File: src/rtl/pa_pkg.sv
package pa_pkg;
  localparam int CNT_W  = 8;
  localparam int DATA_W = 8;
  localparam int ADDR_W = 2;

  localparam int WRAP_BIT = 5;
  localparam int EDGE_BIT = 4;

  typedef enum logic [ADDR_W-1:0] {
    RA_COUNT = 2'd0,
    RA_ENAB  = 2'd1,
    RA_FLAG  = 2'd2,
    RA_SPARE = 2'd3
  } reg_addr_e;

  // bits of the enable register that hold state
  localparam logic [DATA_W-1:0] ENAB_KEEP = 8'h33;

  // Chosen edge between current and previous synchronized samples
  function automatic logic pick_edge(logic cur, logic prev, logic want_rise);
    logic r, f;
    r = cur & ~prev;
    f = ~cur & prev;
    return want_rise ? r : f;
  endfunction

  // Gate active: sampled level equals the active level
  function automatic logic gate_on(logic cur, logic active_high);
    return cur == active_high;
  endfunction

  // Increment of a count that may wrap
  function automatic logic [CNT_W-1:0] bump(logic [CNT_W-1:0] c);
    return c + CNT_W'(1);
  endfunction

  function automatic logic at_top(logic [CNT_W-1:0] c);
    return &c;
  endfunction

  // Sticky flag: set dominates clear
  function automatic logic flag_next(logic cur, logic set, logic clr);
    return set | (cur & ~clr);
  endfunction
endpackage

File: src/rtl/pa_sync.sv
module pa_sync #(
  parameter int STAGES = 2
) (
  input  logic clk,
  input  logic rst_n,
  input  logic pin_in,
  output logic lvl,
  output logic lvl_prev
);
  logic [STAGES:0] shreg;

  always_ff @(posedge clk or negedge rst_n) begin
    if (!rst_n) shreg <= '0;
    else        shreg <= {shreg[STAGES-1:0], pin_in};
  end

  assign lvl      = shreg[STAGES-1];
  assign lvl_prev = shreg[STAGES];
endmodule

File: src/rtl/pa_tbase.sv
module pa_tbase #(
  parameter int DIV = 64
) (
  input  logic clk,
  input  logic rst_n,
  output logic tick
);
  localparam int PW = (DIV > 1) ? $clog2(DIV) : 1;
  logic [PW-1:0] div_q;

  assign tick = (div_q == PW'(DIV - 1));

  always_ff @(posedge clk or negedge rst_n) begin
    if (!rst_n)    div_q <= '0;
    else if (tick) div_q <= '0;
    else           div_q <= div_q + PW'(1);
  end
endmodule

File: src/rtl/pa_counter.sv
module pa_counter
  import pa_pkg::*;
(
  input  logic             clk,
  input  logic             wr_en,
  input  logic [CNT_W-1:0] wr_val,
  input  logic             inc_req,
  output logic [CNT_W-1:0] count,
  output logic             wrap_ev
);
  logic inc_taken;

  assign inc_taken = inc_req & ~wr_en;
  assign wrap_ev   = inc_taken & at_top(count);

  // deliberately no reset: the count survives reset
  always_ff @(posedge clk) begin
    if (wr_en)          count <= wr_val;
    else if (inc_taken) count <= bump(count);
  end
endmodule

File: src/rtl/pa_regs.sv
module pa_regs
  import pa_pkg::*;
(
  input  logic              clk,
  input  logic              rst_n,
  input  logic              bus_we,
  input  logic [ADDR_W-1:0] bus_addr,
  input  logic [DATA_W-1:0] bus_wdata,
  input  logic [CNT_W-1:0]  count,
  input  logic              wrap_set,
  input  logic              edge_set,
  output logic              wrap_flag,
  output logic              edge_flag,
  output logic [DATA_W-1:0] enab_q,
  output logic [DATA_W-1:0] bus_rdata,
  output logic              irq
);
  logic              flag_wr, enab_wr;
  logic [DATA_W-1:0] flag_view, rd_mux;

  assign flag_wr = bus_we && (reg_addr_e'(bus_addr) == RA_FLAG);
  assign enab_wr = bus_we && (reg_addr_e'(bus_addr) == RA_ENAB);

  always_ff @(posedge clk or negedge rst_n) begin
    if (!rst_n) begin
      wrap_flag <= 1'b0;
      edge_flag <= 1'b0;
      enab_q    <= '0;
    end else begin
      wrap_flag <= flag_next(wrap_flag, wrap_set, flag_wr & bus_wdata[WRAP_BIT]);
      edge_flag <= flag_next(edge_flag, edge_set, flag_wr & bus_wdata[EDGE_BIT]);
      if (enab_wr) enab_q <= bus_wdata & ENAB_KEEP;
    end
  end

  always_comb begin
    flag_view           = '0;
    flag_view[WRAP_BIT] = wrap_flag;
    flag_view[EDGE_BIT] = edge_flag;
  end

  always_comb begin
    unique case (reg_addr_e'(bus_addr))
      RA_COUNT: rd_mux = DATA_W'(count);
      RA_ENAB:  rd_mux = enab_q;
      RA_FLAG:  rd_mux = flag_view;
      default:  rd_mux = '0;
    endcase
  end

  // reads captured on the half cycle opposite to count updates
  always_ff @(negedge clk) bus_rdata <= rd_mux;

  assign irq = (wrap_flag & enab_q[WRAP_BIT]) | (edge_flag & enab_q[EDGE_BIT]);
endmodule

File: src/rtl/pulse_accum.sv
module pulse_accum
  import pa_pkg::*;
#(
  parameter int SYNC_STAGES = 2,
  parameter int TBASE_DIV   = 64
) (
  input  logic              clk,
  input  logic              rst_n,
  input  logic              pin_in,
  input  logic              cfg_gated,
  input  logic              cfg_active_high,
  input  logic              bus_we,
  input  logic [ADDR_W-1:0] bus_addr,
  input  logic [DATA_W-1:0] bus_wdata,
  output logic [DATA_W-1:0] bus_rdata,
  output logic              irq
);
  logic              s_lvl, s_prev, tb_tick;
  logic              act_edge, trail_edge, gate_act;
  logic              inc_req, edge_ev, cnt_wr, wrap_ev;
  logic              wrap_flag, edge_flag;
  logic [CNT_W-1:0]  count;
  logic [DATA_W-1:0] enab_q;

  pa_sync #(.STAGES(SYNC_STAGES)) u_sync (
    .clk(clk), .rst_n(rst_n), .pin_in(pin_in), .lvl(s_lvl), .lvl_prev(s_prev)
  );

  pa_tbase #(.DIV(TBASE_DIV)) u_tbase (
    .clk(clk), .rst_n(rst_n), .tick(tb_tick)
  );

  assign act_edge   = pick_edge(s_lvl, s_prev, cfg_active_high);
  assign trail_edge = pick_edge(s_lvl, s_prev, ~cfg_active_high);
  assign gate_act   = gate_on(s_lvl, cfg_active_high);

  assign inc_req = cfg_gated ? (tb_tick & gate_act) : act_edge;
  assign edge_ev = cfg_gated ? trail_edge : act_edge;
  assign cnt_wr  = bus_we && (reg_addr_e'(bus_addr) == RA_COUNT);

  pa_counter u_cnt (
    .clk(clk), .wr_en(cnt_wr), .wr_val(bus_wdata[CNT_W-1:0]),
    .inc_req(inc_req), .count(count), .wrap_ev(wrap_ev)
  );

  pa_regs u_regs (
    .clk(clk), .rst_n(rst_n), .bus_we(bus_we), .bus_addr(bus_addr),
    .bus_wdata(bus_wdata), .count(count), .wrap_set(wrap_ev),
    .edge_set(edge_ev), .wrap_flag(wrap_flag), .edge_flag(edge_flag),
    .enab_q(enab_q), .bus_rdata(bus_rdata), .irq(irq)
  );
endmodule

File: config.mk
export PLATFORM = sky130hd
export DESIGN_NAME = pulse_accum
export DESIGN_NICKNAME = d
export VERILOG_FILES = /design/src/rtl/pa_pkg.sv /design/src/rtl/pa_sync.sv /design/src/rtl/pa_tbase.sv /design/src/rtl/pa_counter.sv /design/src/rtl/pa_regs.sv /design/src/rtl/pulse_accum.sv
export SDC_FILE = /design/constraint.sdc
export NUM_CORES = 1
export LEC_CHECK = 0
export BUFFER_PORTS_ARGS = -buffer_cell sky130_fd_sc_hd__buf_2
export CORE_MARGIN = 4
export CORE_UTILIZATION = 55
export CTS_CLUSTER_DIAMETER = 100
export DETAILED_ROUTE_END_ITERATION = 8
export HOLD_SLACK_MARGIN = 0.05
export PLACE_DENSITY_LB_ADDON = 0.3
export REMOVE_ABC_BUFFERS = 1
export SKIP_CTS_REPAIR_TIMING = 1
export SLEW_MARGIN = 0
export SYNTH_ARGS = -nofsm -noshare
export SYNTH_HDL_FRONTEND = slang
export SYNTH_SLANG_ARGS = --single-unit
File: constraint.sdc
create_clock -name clk -period 2.7 [get_ports clk]
set_clock_uncertainty 0.05 [all_clocks]
set_input_delay 0.405 -clock clk [delete_from_list [all_inputs] [get_ports clk]]
set_output_delay 0.405 -clock clk [all_outputs]
set_load 0.05 [all_outputs]
==> metrics.csv <==
stage;metric;value;unit
drt;drt-wirelength-per-cell;14.9;µm
clocking;htree_levels;2;
drt;first_iter_violations;45;
clocking;cts_inserted_buffers;5;
drt;drtPass1Iterations;4;
yosys;async_flop_share;48.4;%
yosys;avgSynthCellArea;11.0;µm²
run;maxCapViolCount;0;
floorplan;rows;18;
clocking;clock-root-buffer;clkbuf_4;
hold_path;hold_path_depth;1;
worst_setup_path;worst_setup_path_start_kind;flip-flop;
global_route;antenna_found_initial;0;
worst_setup_path;cp_cell_sequence;buf_6;
yosys;synth.most_common_cell;nand2_1;
power_and_ir_drop;p_leak;0.742;nW
yosys;syn_inst;127;
power_and_ir_drop;seqPwrFrac;51.4;%
worst_setup_path;worst-path-stages;1;
yosys;synth_area;1400;µm²
worst_setup_path;critPathMaxStageDelay;0.32;ns
final_layout;fin_nets;181;
drt;avgViaCountPerCell;5.64;
timing;tightestPinTransition;0.412;ns
timing;final_max_slew_viol_count;0;
timing;whs;0.117;ns
yosys;synth_seq_cells;31;
worst_setup_path;startpoint;u_regs.bus_rdata[4]$_DFF_N_;
hold_path;hp-class;primary input to flip-flop;
power_and_ir_drop;p_total;1.06;mW
floorplan;io-pin-count;25;
yosys;netlist_top_cells_area;dfrtp_1, edfxtp_1, dfxtp_1;
global_route;first_global_vias;998;
global_route;grt_util_all_layers;19.0;%
worst_setup_path;crit_fanout;1;
placed_design;numPortBuffers;24;
floorplan;die_area;3420;µm²
worst_setup_path;setup.worst_path.class;flip-flop to output port;
clocking;cts_max_path_buffers;2;
clocking;cts_tree;done;
drt;vias;1094;
worst_setup_path;cp_slowest_cell;dfxtp_2;
final_layout;fin_cells;194;
worst_setup_path;worstPathArrival;2.21;ns
timing;finalSetupViolCount;0;
worst_setup_path;worstSetupEndpointType;output port;
yosys;yosys.area.top_type_share;26.8;%
worst_setup_path;cp-endpoint;bus_rdata[4];
final_layout;fillers;194;
floorplan;initial_utilization;57.1;%
timing;relSlewSlack;72.1;%
timing;grt_setup_unrepaired;false;
power_and_ir_drop;intPower;0.743;mW
drt;wirelength;2900;µm
global_route;grt_max_degree;16;
worst_setup_path;path_buf_inv;1;
worst_setup_path;reg2reg_depth;2;
yosys;synth_commonest_cells;nand2_1, dfrtp_1, nand3_1;
floorplan;core_area;2450;µm²
placed_design;dpl-instance-area;1540;µm²
floorplan;die_w;58.5;µm
worst_setup_path;rr_endpoint;u_regs.bus_rdata[5]$_DFF_N_;
yosys;synth-main-ff-cell;dfrtp_1;
final_layout;drive_above_1_share;25.6;%
power_and_ir_drop;switchingPower;0.321;mW
power_and_ir_drop;swShare;30.2;%
placed_design;hpwl;2020;µm
run_status;status;complete, no violations;
yosys;synth-seq-area-share;55.4;%
timing;finalSetupTns;0;ns
final_layout;antennaDiodeCount;0;
global_route;grt_pass1_wl;4740;µm
drt;postRouteAntennaNets;0;
drt;drc;0;
worst_setup_path;crit_family;flip-flops;
yosys;yosys.area.top_type;dfrtp_1;
worst_setup_path;r2r_slack;0.46;ns
yosys;synthDistinctLibCells;38;
placed_design;place_congestion;0.836;
power_and_ir_drop;peakVddDrop;0.459;mV
timing;finalHoldViolCount;0;
global_route;overflow;0;
final_layout;fin_area;1680;µm²
floorplan;die_h;58.5;µm
yosys;yosys_warnings;0;
power_and_ir_drop;power_density;632;nW/µm²
clocking;clock-sinks;31;
power_and_ir_drop;combPwrFrac;14.8;%
worst_setup_path;r2r_start;u_cnt.count[5]$_DFFE_PP_;
worst_setup_path;cp.required;2.25;ns
clocking;clkTransAtPathRegs;0.10;ns
final_layout;syn_to_final_growth;20.2;%
power_and_ir_drop;p_clk_share;33.9;%
clocking;insertion_delay;0.35;ns
placed_design;dp.cells;178;
yosys;synth_edf_count;8;
==> cells in the final DEF, fill, tap and decap left out, types with 2 or more instances in the layout <==
cell      count
nand2_1      18
buf_2        16
dfrtp_1      15
nand3_1      10
inv_1         9
edfxtp_1      8
o21ai_0       6
xor2_1        6
nor2_1        6
and2_1        5
clkbuf_4      5
buf_6         5
mux2i_1       4
buf_4         4
dfxtp_1       4
dfxtp_2       4
o211ai_1      3
or4_1         3
mux2_2        3
xnor2_1       2
a21oi_1       2
nand4b_1      2
ha_1          2
==> worst min-delay path by stage <==
stage / from / to / slack [ns]
5_1_grt: pin_in / u_sync.shreg[0]$_DFF_PN0_ / 0.09
3_5_place_dp: rst_n / u_tbase.div_q[2]$_DFF_PN0_ / 0.27
6_report: pin_in / u_sync.shreg[0]$_DFF_PN0_ / 0.12
2_1_floorplan: rst_n / u_regs.edge_flag$_DFF_PN0_ / 0.06
4_1_cts: rst_n / u_tbase.div_q[4]$_DFF_PN0_ / -0.12
3_3_place_gp: rst_n / u_tbase.div_q[2]$_DFF_PN0_ / 0.27
==> kinds of logic (layout without fill, tap and decap cells) <==
group / Yosys count / in the layout / synth area share, %
AO/OA/AOI/OAI: 16 / 16 / 7.32
flip-flops: 31 / 31 / 55.4
multiplexers: 8 / 8 / 6.07
XOR/XNOR: 8 / 8 / 5.00
buffers and inverters: 6 / 43 / 2.50
AND/OR/NAND/NOR: 56 / 56 / 22.0
adder cells (fa/ha/maj): 2 / 2 / 1.79
==> sequential cells by signal, indices dropped and copies added (netlist names) <==
signal	count
u_regs.wrap_flag	1
u_regs.edge_flag	1
u_sync.shreg	3
u_cnt.count	8
u_regs.bus_rdata	8
u_tbase.div_q	6
u_regs.enab_q	4
==> metrics by stage <==
stage	setup WS (ns)	utilization, %
after floorplan	0.308	-
after global placement	0.315	62.7
after detailed placement	0.226	62.7
after CTS	-0.0716	66.4
after global routing	0.000575	68.6
final	0.0338	68.6
==> per-layer routing <==
metal  track usage (%)  wire (µm)  up-vias
met4              10.9         64        0
met5                 0          0        -
met1              24.4       1270      512
li1                  -          -      525
met3              5.04        229        7
met2              28.9       1330       50
==> power by group through the flow <==
stage | clock, mW | combinational [mW] | sequential, mW
3_5_place_dp | 0.0206 | 0.147 | 0.552
5_1_grt | 0.392 | 0.170 | 0.551
3_3_place_gp | 0.0206 | 0.142 | 0.551
4_1_cts | 0.368 | 0.149 | 0.543
6_report | 0.360 | 0.157 | 0.547
2_1_floorplan | 0.0206 | 0.0692 | 0.576
==> area by class of cell <==
type / instances / area, µm² / share of cell area (%)
Clock buffer: 6 / 41.3 / 2.45
Clock inverter: 10 / 53.8 / 3.19
Inverter: 1 / 3.75 / 0.223
Multi-Input combinational cell: 90 / 591 / 35.1
Sequential cell: 31 / 781 / 46.4
Tap cell: 30 / 37.5 / 2.23
Timing Repair Buffer: 26 / 176 / 10.5
Power figures use the tool's default switching activity.
